--- config.mk ---
export PLATFORM = sky130hd
export DESIGN_NAME = dma_regfile
export DESIGN_NICKNAME = d
export VERILOG_FILES = /design/src/rtl/dma_regfile_pkg.sv /design/src/rtl/dma_chan_bank.sv /design/src/rtl/dma_flag_unit.sv /design/src/rtl/dma_read_mux.sv /design/src/rtl/dma_regfile.sv
export SDC_FILE = /design/constraint.sdc
export NUM_CORES = 2
export LEC_CHECK = 0
export ABC_AREA = 1
export BUFFER_PORTS_ARGS = -buffer_cell sky130_fd_sc_hd__buf_2
export CAP_MARGIN = 20
export CORE_AREA = 2 2 557 559
export DETAILED_ROUTE_END_ITERATION = 7
export DIE_AREA = 0 0 559 561
export PLACE_DENSITY = 0.35
export SYNTH_ARGS = -nofsm -noshare
export SYNTH_HDL_FRONTEND = slang
export SYNTH_SLANG_ARGS = --single-unit
--- constraint.sdc ---
create_clock -name clk -period 52.2 [get_ports clk]
set_input_delay 7.83 -clock clk [delete_from_list [all_inputs] [get_ports clk]]
set_output_delay 7.83 -clock clk [all_outputs]
set_load 0.005 [all_outputs]
--- src/rtl/dma_regfile_pkg.sv ---
package dma_regfile_pkg;
  localparam int DW = 32;
  localparam int AW = 12;
  localparam int CH_IDX_W = 3;

  typedef struct packed {
    logic [DW-1:0] cfg;
    logic [DW-1:0] ctrl;
    logic [DW-1:0] link;
    logic [DW-1:0] dst;
    logic [DW-1:0] src;
  } chan_regs_t;

  typedef enum logic [2:0] {
    CW_SRC  = 3'd0,
    CW_DST  = 3'd1,
    CW_LINK = 3'd2,
    CW_CTRL = 3'd3,
    CW_CFG  = 3'd4
  } chan_word_e;

  localparam logic [3:0] GW_STAT     = 4'd0;
  localparam logic [3:0] GW_TC_STAT  = 4'd1;
  localparam logic [3:0] GW_TC_CLR   = 4'd2;
  localparam logic [3:0] GW_ERR_STAT = 4'd3;
  localparam logic [3:0] GW_ERR_CLR  = 4'd4;
  localparam logic [3:0] GW_TC_RAW   = 4'd5;
  localparam logic [3:0] GW_ERR_RAW  = 4'd6;
  localparam logic [3:0] GW_ENABLED  = 4'd7;
  localparam logic [3:0] GW_CONF     = 4'd12;
  localparam logic [3:0] GW_SYNC     = 4'd13;

  localparam int CFG_EN_BIT      = 0;
  localparam int CFG_ERRMASK_BIT = 14;
  localparam int CFG_TCMASK_BIT  = 15;

  function automatic logic [7:0] id_byte(input logic [2:0] idx, input int nch);
    logic [7:0] b;
    case (idx)
      3'd0:    b = (nch == 2) ? 8'h81 : 8'h80;
      3'd1:    b = 8'h10;
      3'd2:    b = 8'h04;
      3'd3:    b = 8'h0A;
      3'd4:    b = 8'h0D;
      3'd5:    b = 8'hF0;
      3'd6:    b = 8'h05;
      default: b = 8'hB1;
    endcase
    return b;
  endfunction
endpackage

--- src/rtl/dma_chan_bank.sv ---
module dma_chan_bank
  import dma_regfile_pkg::*;
#(
  parameter int NUM_CH = 8
) (
  input  logic                        clk,
  input  logic                        rst_n,
  input  logic                        wr_en,
  input  logic [CH_IDX_W-1:0]         wr_ch,
  input  chan_word_e                  wr_word,
  input  logic [DW-1:0]               wr_data,
  output chan_regs_t [NUM_CH-1:0]     regs
);

  for (genvar c = 0; c < NUM_CH; c++) begin : g_ch
    chan_regs_t cur_q;
    chan_regs_t cur_d;
    logic       hit;

    assign hit = wr_en && (wr_ch == CH_IDX_W'(c));

    always_comb begin
      cur_d = cur_q;
      case (wr_word)
        CW_SRC:  cur_d.src  = wr_data;
        CW_DST:  cur_d.dst  = wr_data;
        CW_LINK: cur_d.link = wr_data;
        CW_CTRL: cur_d.ctrl = wr_data;
        CW_CFG:  cur_d.cfg  = wr_data;
        default: cur_d = cur_q;
      endcase
    end

    always_ff @(posedge clk or negedge rst_n) begin
      if (!rst_n) begin
        cur_q <= '0;
      end else if (hit) begin
        cur_q <= cur_d;
      end
    end

    assign regs[c] = cur_q;
  end

endmodule

--- src/rtl/dma_flag_unit.sv ---
module dma_flag_unit #(
  parameter int NUM_CH = 8
) (
  input  logic              clk,
  input  logic              rst_n,
  input  logic [NUM_CH-1:0] tc_set,
  input  logic [NUM_CH-1:0] err_set,
  input  logic [NUM_CH-1:0] tc_clr,
  input  logic [NUM_CH-1:0] err_clr,
  input  logic [NUM_CH-1:0] tc_mask,
  input  logic [NUM_CH-1:0] err_mask,
  output logic [NUM_CH-1:0] raw_tc,
  output logic [NUM_CH-1:0] raw_err,
  output logic              irq_tc,
  output logic              irq_err,
  output logic              irq_any
);

  logic [NUM_CH-1:0] tc_d, err_d;
  logic              tc_upd, err_upd;

  always_comb begin
    tc_d    = (raw_tc  & ~tc_clr)  | tc_set;
    err_d   = (raw_err & ~err_clr) | err_set;
    tc_upd  = (|tc_set)  || (|tc_clr);
    err_upd = (|err_set) || (|err_clr);
  end

  always_ff @(posedge clk or negedge rst_n) begin
    if (!rst_n) begin
      raw_tc <= '0;
    end else if (tc_upd) begin
      raw_tc <= tc_d;
    end
  end

  always_ff @(posedge clk or negedge rst_n) begin
    if (!rst_n) begin
      raw_err <= '0;
    end else if (err_upd) begin
      raw_err <= err_d;
    end
  end

  assign irq_tc  = |(raw_tc & tc_mask);
  assign irq_err = |(raw_err & err_mask);
  assign irq_any = irq_tc | irq_err;

endmodule

--- src/rtl/dma_read_mux.sv ---
module dma_read_mux
  import dma_regfile_pkg::*;
#(
  parameter int NUM_CH = 8
) (
  input  logic [AW-1:0]           addr,
  input  chan_regs_t [NUM_CH-1:0] regs,
  input  logic [DW-1:0]           glb_cfg,
  input  logic [DW-1:0]           glb_sync,
  input  logic [NUM_CH-1:0]       raw_tc,
  input  logic [NUM_CH-1:0]       raw_err,
  input  logic [NUM_CH-1:0]       tc_mask,
  input  logic [NUM_CH-1:0]       err_mask,
  output logic [DW-1:0]           rdata
);

  localparam logic [CH_IDX_W:0] NCH_LIM = (CH_IDX_W+1)'(NUM_CH);

  logic [CH_IDX_W-1:0] ch;
  logic [2:0]          word;
  logic                ch_ok;
  chan_regs_t          sel;
  logic [NUM_CH-1:0]   enabled;

  assign ch    = addr[7:5];
  assign word  = addr[4:2];
  assign ch_ok = ({1'b0, ch} < NCH_LIM) && (word <= 3'd4);

  always_comb begin
    sel     = '0;
    enabled = '0;
    for (int c = 0; c < NUM_CH; c++) begin
      if (ch == CH_IDX_W'(c)) sel = regs[c];
      enabled[c] = regs[c].cfg[CFG_EN_BIT];
    end
  end

  always_comb begin
    rdata = '0;
    if (addr[11:5] == 7'h7F) begin
      rdata = DW'(id_byte(addr[4:2], NUM_CH));
    end else if (addr[11:8] == 4'h1) begin
      if (ch_ok) begin
        case (chan_word_e'(word))
          CW_SRC:  rdata = sel.src;
          CW_DST:  rdata = sel.dst;
          CW_LINK: rdata = sel.link;
          CW_CTRL: rdata = sel.ctrl;
          CW_CFG:  rdata = sel.cfg;
          default: rdata = '0;
        endcase
      end
    end else if (addr[11:6] == 6'd0) begin
      case (addr[5:2])
        GW_STAT:     rdata = DW'((raw_tc & tc_mask) | (raw_err & err_mask));
        GW_TC_STAT:  rdata = DW'(raw_tc & tc_mask);
        GW_ERR_STAT: rdata = DW'(raw_err & err_mask);
        GW_TC_RAW:   rdata = DW'(raw_tc);
        GW_ERR_RAW:  rdata = DW'(raw_err);
        GW_ENABLED:  rdata = DW'(enabled);
        GW_CONF:     rdata = glb_cfg;
        GW_SYNC:     rdata = glb_sync;
        default:     rdata = '0;
      endcase
    end
  end

endmodule

--- src/rtl/dma_regfile.sv ---
module dma_regfile
  import dma_regfile_pkg::*;
#(
  parameter int NUM_CH = 8
) (
  input  logic                 clk,
  input  logic                 rst_n,
  input  logic                 req_valid,
  input  logic                 req_write,
  input  logic [AW-1:0]        req_addr,
  input  logic [DW-1:0]        req_wdata,
  output logic                 rd_valid,
  output logic [DW-1:0]        rd_data,
  input  logic [NUM_CH-1:0]    tc_set,
  input  logic [NUM_CH-1:0]    err_set,
  output logic [NUM_CH*DW-1:0] ch_src,
  output logic [NUM_CH*DW-1:0] ch_dst,
  output logic [NUM_CH*DW-1:0] ch_link,
  output logic [NUM_CH*DW-1:0] ch_ctrl,
  output logic [NUM_CH*DW-1:0] ch_cfg,
  output logic [DW-1:0]        glb_cfg,
  output logic [DW-1:0]        glb_sync,
  output logic                 irq_err,
  output logic                 irq_tc,
  output logic                 irq_any
);

  localparam logic [CH_IDX_W:0] NCH_LIM = (CH_IDX_W+1)'(NUM_CH);

  // reset: asserted asynchronously, released after two clock edges
  logic [1:0] rst_pipe;
  logic       rst_int_n;

  always_ff @(posedge clk or negedge rst_n) begin
    if (!rst_n) rst_pipe <= '0;
    else        rst_pipe <= {rst_pipe[0], 1'b1};
  end
  assign rst_int_n = rst_pipe[1];

  // address decode
  logic wr, rd_fire, chan_wr, glb_hit;
  logic [3:0] gword;

  assign wr      = req_valid && req_write;
  assign rd_fire = req_valid && !req_write;
  assign chan_wr = wr && (req_addr[11:8] == 4'h1) &&
                   ({1'b0, req_addr[7:5]} < NCH_LIM) && (req_addr[4:2] <= 3'd4);
  assign glb_hit = req_addr[11:6] == 6'd0;
  assign gword   = req_addr[5:2];

  // channel register bank
  chan_regs_t [NUM_CH-1:0] regs;

  dma_chan_bank #(.NUM_CH(NUM_CH)) u_bank (
    .clk     (clk),
    .rst_n   (rst_int_n),
    .wr_en   (chan_wr),
    .wr_ch   (req_addr[7:5]),
    .wr_word (chan_word_e'(req_addr[4:2])),
    .wr_data (req_wdata),
    .regs    (regs)
  );

  logic [NUM_CH-1:0] tc_mask, err_mask;

  for (genvar c = 0; c < NUM_CH; c++) begin : g_exp
    assign ch_src [c*DW +: DW] = regs[c].src;
    assign ch_dst [c*DW +: DW] = regs[c].dst;
    assign ch_link[c*DW +: DW] = regs[c].link;
    assign ch_ctrl[c*DW +: DW] = regs[c].ctrl;
    assign ch_cfg [c*DW +: DW] = regs[c].cfg;
    assign tc_mask[c]          = regs[c].cfg[CFG_TCMASK_BIT];
    assign err_mask[c]         = regs[c].cfg[CFG_ERRMASK_BIT];
  end

  // global words
  logic          conf_we, sync_we;
  logic [DW-1:0] glb_cfg_q, glb_sync_q;

  assign conf_we = wr && glb_hit && (gword == GW_CONF);
  assign sync_we = wr && glb_hit && (gword == GW_SYNC);

  always_ff @(posedge clk or negedge rst_int_n) begin
    if (!rst_int_n) begin
      glb_cfg_q <= '0;
    end else if (conf_we) begin
      glb_cfg_q <= req_wdata;
    end
  end

  always_ff @(posedge clk or negedge rst_int_n) begin
    if (!rst_int_n) begin
      glb_sync_q <= '0;
    end else if (sync_we) begin
      glb_sync_q <= req_wdata;
    end
  end

  assign glb_cfg  = glb_cfg_q;
  assign glb_sync = glb_sync_q;

  // status flags and interrupt lines
  logic [NUM_CH-1:0] tc_clr, err_clr, raw_tc, raw_err;

  assign tc_clr  = (wr && glb_hit && (gword == GW_TC_CLR))  ? req_wdata[NUM_CH-1:0] : '0;
  assign err_clr = (wr && glb_hit && (gword == GW_ERR_CLR)) ? req_wdata[NUM_CH-1:0] : '0;

  dma_flag_unit #(.NUM_CH(NUM_CH)) u_flags (
    .clk      (clk),
    .rst_n    (rst_int_n),
    .tc_set   (tc_set),
    .err_set  (err_set),
    .tc_clr   (tc_clr),
    .err_clr  (err_clr),
    .tc_mask  (tc_mask),
    .err_mask (err_mask),
    .raw_tc   (raw_tc),
    .raw_err  (raw_err),
    .irq_tc   (irq_tc),
    .irq_err  (irq_err),
    .irq_any  (irq_any)
  );

  // read path
  logic [DW-1:0] rd_mux, rd_data_d;
  logic          rd_valid_q;
  logic [DW-1:0] rd_data_q;

  dma_read_mux #(.NUM_CH(NUM_CH)) u_rmux (
    .addr     (req_addr),
    .regs     (regs),
    .glb_cfg  (glb_cfg_q),
    .glb_sync (glb_sync_q),
    .raw_tc   (raw_tc),
    .raw_err  (raw_err),
    .tc_mask  (tc_mask),
    .err_mask (err_mask),
    .rdata    (rd_mux)
  );

  assign rd_data_d = rd_fire ? rd_mux : '0;

  always_ff @(posedge clk or negedge rst_int_n) begin
    if (!rst_int_n) begin
      rd_valid_q <= 1'b0;
      rd_data_q  <= '0;
    end else begin
      rd_valid_q <= rd_fire;
      rd_data_q  <= rd_data_d;
    end
  end

  assign rd_valid = rd_valid_q;
  assign rd_data  = rd_data_q;

endmodule

# Yosys cells after proc, flatten, opt, wreduce, memory -nomap -nowiden
# Index checks and enable logic that the tools add are counted.
op_classes:
  eq_ne: 24
  n_lt_le_gt_ge: 1
  bitwise: 12
  mux: 18
  n_reduce_logical: 70
op_table:
  columns: ["op", "count"]
  rows:
  - ["2-to-1 mux 160 bit", 8]
  - ["case mux 32 bit (8 select lines)", 1]
  - ["2-to-1 mux 32 bit", 5]
  - ["case mux 32 bit (5 select lines)", 1]
  - ["AND reduction 2 bit", 40]
  - ["case mux 8 bit (7 select lines)", 1]
  - ["AND 8 bit", 6]
  - ["OR reduction 8 bit", 6]
  - ["bitwise OR 32 bit", 1]
  - ["== test 3 bit, second input constant", 7]
  - ["logical AND 1 bit", 17]
  - ["== test 4 x 3 -> 1 bit, second input constant", 4]
  - ["2-to-1 mux 8 bit", 2]
  - ["NOT 8 bit", 2]
  - ["bitwise OR 8 bit", 2]
  - ["== test 3 x 2 -> 1 bit, second input constant", 4]
  - ["== test 4 x 1 -> 1 bit, second input constant", 2]
  - ["== test 4 x 2 -> 1 bit, second input constant", 2]
  - ["== test 4 bit, second input constant", 2]
  - ["== test 7 bit, second input constant", 1]
  - ["== test 3 x 1 -> 1 bit, second input constant", 2]
  - ["zero test 3 bit", 2]
  - ["zero test 6 bit", 1]
  - ["zero test 4 bit", 1]
  - ["other kinds (4)", 5]
word_totals:
  ff_bits: 1395
  input_bits: 64

# Longest topological paths before layout
depth:
  depth_word: 14
  mapped_depth: 16
  depth_no_buf: 15

# By module
# From an unflattened synthesis, not the netlist that was laid out.
unflattened:
  cells_unflattened: 9142
  hier_area_um2: 67581.1
by_module_without_submodules:
  columns: ["mod", "n_inst", "area_each_um2", "seq_area_each_um2", "cells_per_inst"]
  rows:
  - ["dma_chan_bank", 1, 50588.5, 32030.7, 5725]
  - ["dma_read_mux", 1, 12336.8, 0.0, 2892]
  - ["dma_regfile", 1, 3916.3, 2477.4, 436]
  - ["dma_flag_unit", 1, 739.5, 400.4, 89]

# Worst setup path before layout
# OpenSTA, ideal clock, no wires.
synth_timing:
  path_type: "input to register"
  from: "input req_addr[11]"
  to: "register u_bank.g_ch[6].cur_q, in the netlist u_bank.regs[1079]"
  path_buffers: 1
  t_arrival_ps: 9536
  t_required_ps: 52068
  path_stages: 11
  setup_slack_ps: 42532
  setup_ps: 132
  cell_sequence: "nor2_1 -> inv_1 -> nor3_4 -> inv_2 -> a21oi_2 -> nand3_2 -> nor2_2 -> nand2_1 -> clkbuf_1 -> nand2_1 -> o21ai_1"
synth_between:
  elab_chain_len: 5
synth_rtl:
  columns: ["element", "line", "rtl"]
  rows:
  - ["from (decl)", "dma_regfile.sv:10", "input logic [AW-1:0] req_addr,"]
  - ["== test 4 x 1 -> 1 bit", "dma_regfile.sv:46", "assign chan_wr = wr && (req_addr[11:8] == 4'h1) &&"]
  - ["logical AND 1 bit", "dma_regfile.sv:46", null]
  - ["logical AND 1 bit", "dma_regfile.sv:47", "({1'b0, req_addr[7:5]} < NCH_LIM) && (req_addr[4:2] <= 3'd4);"]
  - ["logical AND 1 bit", "dma_chan_bank.sv:20", "assign hit = wr_en && (wr_ch == CH_IDX_W'(c));"]
  - ["AND reduction 2 bit (no source line)", null, null]
  - ["to (signal assigned)", "dma_chan_bank.sv:38", "cur_q <= cur_d;"]
  - ["to (decl)", "dma_chan_bank.sv:16", "chan_regs_t cur_q;"]
# Every way passes these cells.
# A chain may end at the register's enable or synchronous reset.

# Final worst setup path
layout_timing:
  from: "input req_addr[7]"
  to: "register rd_data_q[21], in the netlist rd_data[21]"
layout_between:
  elab_chain_len: 14
  word_cells_on_any_way: 24
layout_rtl:
  columns: ["element", "line", "rtl"]
  rows:
  - ["zero test 3 bit", "dma_read_mux.sv:33", "if (ch == CH_IDX_W'(c)) sel = regs[c];"]
  - ["2-to-1 mux 160 bit (8 in a row)", "dma_read_mux.sv:33", null]
  - ["case mux 32 bit (5 select lines)", "dma_read_mux.sv:44", "case (chan_word_e'(word))"]
  - ["2-to-1 mux 32 bit", "dma_read_mux.sv:43", "if (ch_ok) begin"]
  - ["2-to-1 mux 32 bit", "dma_read_mux.sv:42", "end else if (addr[11:8] == 4'h1) begin"]
  - ["2-to-1 mux 32 bit *", "dma_read_mux.sv:40", "if (addr[11:5] == 7'h7F) begin"]
  - ["2-to-1 mux 32 bit *", "dma_regfile.sv:141", "assign rd_data_d = rd_fire ? rd_mux : '0;"]
  - ["named net rd_data_d[21]", "dma_regfile.sv:125", "logic [DW-1:0] rd_mux, rd_data_d;"]
  - ["to (signal assigned)", "dma_regfile.sv:149", "rd_data_q <= rd_data_d;"]
  - ["to (decl)", "dma_regfile.sv:127", "logic [DW-1:0] rd_data_q;"]
# Mark *: on every way through the listed nets, which the timed path passes. The rest lies on a longest branch.

==> impl_metrics.tcl <==
set metrics [dict create \
    status "finished clean" \
    rsz0062_at_grt "false" \
    min_period_over_period_pct 22.6 \
    cp.required_ns 52.92 \
    start_util_pct 19.7 \
    die_area_sq_um 314000 \
    power_density_nw_per_um2 32.7 \
    r2r_end "u_bank.regs[1096]" \
    worst_slack_ns 40.42 \
    synth.top_cell.area_share_pct 57.7 \
    cp-start-kind "input pin" \
    fmax_mhz 84.9 \
    seq_area_frac_synth_pct 57.7 \
    max_stage_delay_ns 0.81 \
    final.min_clock_period_ns 11.78 \
    synth_cells 7390 \
    path_cells "buf_2, inv_2, nand2_1, nor2_4, buf_12, buf_4, buf_4, nand2_1, nand3_1, a21oi_1, nand4_1, nand2_1, nand2_1, nand3b_1, nand2_1, inv_1" \
    r2r-start "rst_pipe[1]" \
    drive_gt1_share_pct 23.0 \
    whs_ns 0.282 \
    portBuffers 1441 \
    gp_congestion 0.936 \
    dp_hpwl_mm 330 \
    final_util_pct 25.6 \
    syn_area_per_cell_sq_um 8.19 \
    cts_max_level 4 \
    ctsResizeCount 0 \
    core_area_sq_um 308000 \
    clock-skew-final_ns 0.0477 \
    track_usage_pct 27.4 \
    ys_types 36 \
    final_hold_viol_count 0 \
    drt-pass1-iter-count 6 \
    critPathTopFamily "simple AND/OR/NAND/NOR gates" \
    drtIter0Drc 5542 \
    first_global_vias 58300 \
    crit_top_cell "nand2_1" \
    p_leak_nw 40.5 \
    async_flop_share_pct 100 \
    die_width_um 559 \
    synthTopCellsByCount "nand2_1, dfrtp_1, o21ai_1" \
    area_growth_pct 30.0 \
    clock_tree.root_cell "clkbuf_16" \
    nets 8639 \
    synthesis.nets 7454 \
    critPathKind "in2reg" \
    dp_slack_ns 39.55 \
    design_area_sq_um 78700 \
    worst_ep_arrival_time_ns 12.50 \
    relSlewSlack_pct 15.0 \
    cts.sinks 1395 \
    synthTopCellsByArea "dfrtp_1, nand2_1, o21ai_1" \
    path_clk_slew_ns 0.06 \
    numCtsBuffers 185 \
    vdd_drop_max_v 0.0000248 \
    drv_slew 0 \
    end_kind "flip-flop" \
    wl_per_cell_um 34.5 \
    syn_area_sq_um 60500 \
    grt_pass1_wl_mm 580 \
    cts_buffer_depth 4 \
    ys_ff_latch 1395 \
    rrSetupSlack_ns 47.03 \
    setup_viol 0 \
    ant_nets 0 \
    antenna_found_initial 44 \
    wl_mm 444 \
    cp_max_fo 90 \
    placementRows 204 \
    path_buf_inv 6 \
    vias 59800 \
    synth_edf_count 0 \
    max_cap_viol_count 0 \
    tritoncts "done" \
    tns_ns 0 \
    via_per_inst 4.64 \
    critPathSlowestCell "a21oi_1" \
    post-cts-setup-buffers 0 \
    io_pins 1444 \
    grt-ovfl-total 0 \
    dpl-instance-area_sq_um 72400 \
    holdBufCountCts 0 \
    grt_start_max_net_pins 169 \
    yosys.area.top_type "dfrtp_1" \
    ys_warn_count 0 \
    route.detailed.drc 0 \
    clk_latency_ns 0.88 \
    tightest_slew_ns 1.27 \
    hold_class "reg2async" \
    synth_flop_cell "dfrtp_1" \
    synth.most_common_cell "nand2_1" \
    reg2reg_depth 6 \
    die_y_um 561 \
]
## per-stage QoR
stage,total power [W],std cells
CTS,0.00261,12800
global placement,0.00127,12500
global route,0.00265,12900
finish,0.00257,12900
floorplan,0.00118,7390
detailed placement,0.00127,12500
## area by class of cell
type / instances / area [sq um]
timing repair buffer: 1579 / 8410
tap: 4120 / 5150
sequential: 1395 / 34900
multi-input combinational: 5242 / 23300
fill: 34100 / 229000
inverter: 172 / 669
antenna: 38 / 95.1
clock buffer: 282 / 5430
clock inverter: 42 / 702
## power breakdown
group          total, W  internal (W)  leakage, nW  switching, W
clock network   0.00133      0.000780         2.99      0.000547
registers       0.00109       0.00109         19.4    0.00000676
logic          0.000150     0.0000255         18.1      0.000124
## registers in the layout (all words and copies together), names as in the netlist
name	count
glb_sync	32
rd_valid	1
u_flags.raw_err	8
rst_pipe	2
rd_data	32
glb_cfg	32
u_bank.regs	1280
u_flags.raw_tc	8
## cell families (layout without fill, tap and decap cells)
group	count (synthesis)	in the layout	synth area share, %
simple gates	3470	3470	22.7
compound gates	1771	1771	15.0
buf+inv	753	2075	4.67
other cells	1	39	0.00620
flops	1395	1395	57.7
## worst max-delay path by stage
stage	from	to	slack (ns)	cells after the start
floorplan	rst_pipe[1]	glb_cfg[0]	10.43	0
global placement	req_addr[5]	rd_data[28]	39.53	15
detailed placement	req_addr[5]	rd_data[28]	39.55	15
CTS	req_addr[5]	rd_data[28]	40.48	15
global route	req_addr[5]	rd_data[28]	40.44	15
finish	req_addr[7]	rd_data[21]	40.42	16
## layout by cell type, fill, tap and decap left out, drive strengths merged, types with 2 or more instances in the layout
master / Yosys / routed
diode: 0 / 38
a22o: 24 / 24
o21bai: 7 / 7
buf: 25 / 1579
nor2: 478 / 478
nand2: 2647 / 2647
nor3: 2 / 2
nor4: 3 / 3
inv: 170 / 170
clkinv: 2 / 30
nand3: 175 / 175
nand4: 136 / 136
a21oi: 265 / 265
bufinv: 0 / 13
nand3b: 5 / 5
clkbuf: 556 / 282
dfrtp: 1395 / 1395
o22ai: 23 / 23
o21ai: 1427 / 1427
o21a: 8 / 8
a221oi: 5 / 5
o211ai: 6 / 6
or2: 23 / 23
## layer usage
layer | global-route usage, % | wire (um) | vias up
met4 | 17.8 | 32500 | 0
met3 | 7.53 | 33300 | 570
li1 | - | - | 26700
met5 | 0 | 0 | -
met1 | 28.5 | 154000 | 30000
met2 | 48.5 | 224000 | 2551
Note: power is estimated with default switching activity, not from simulation.
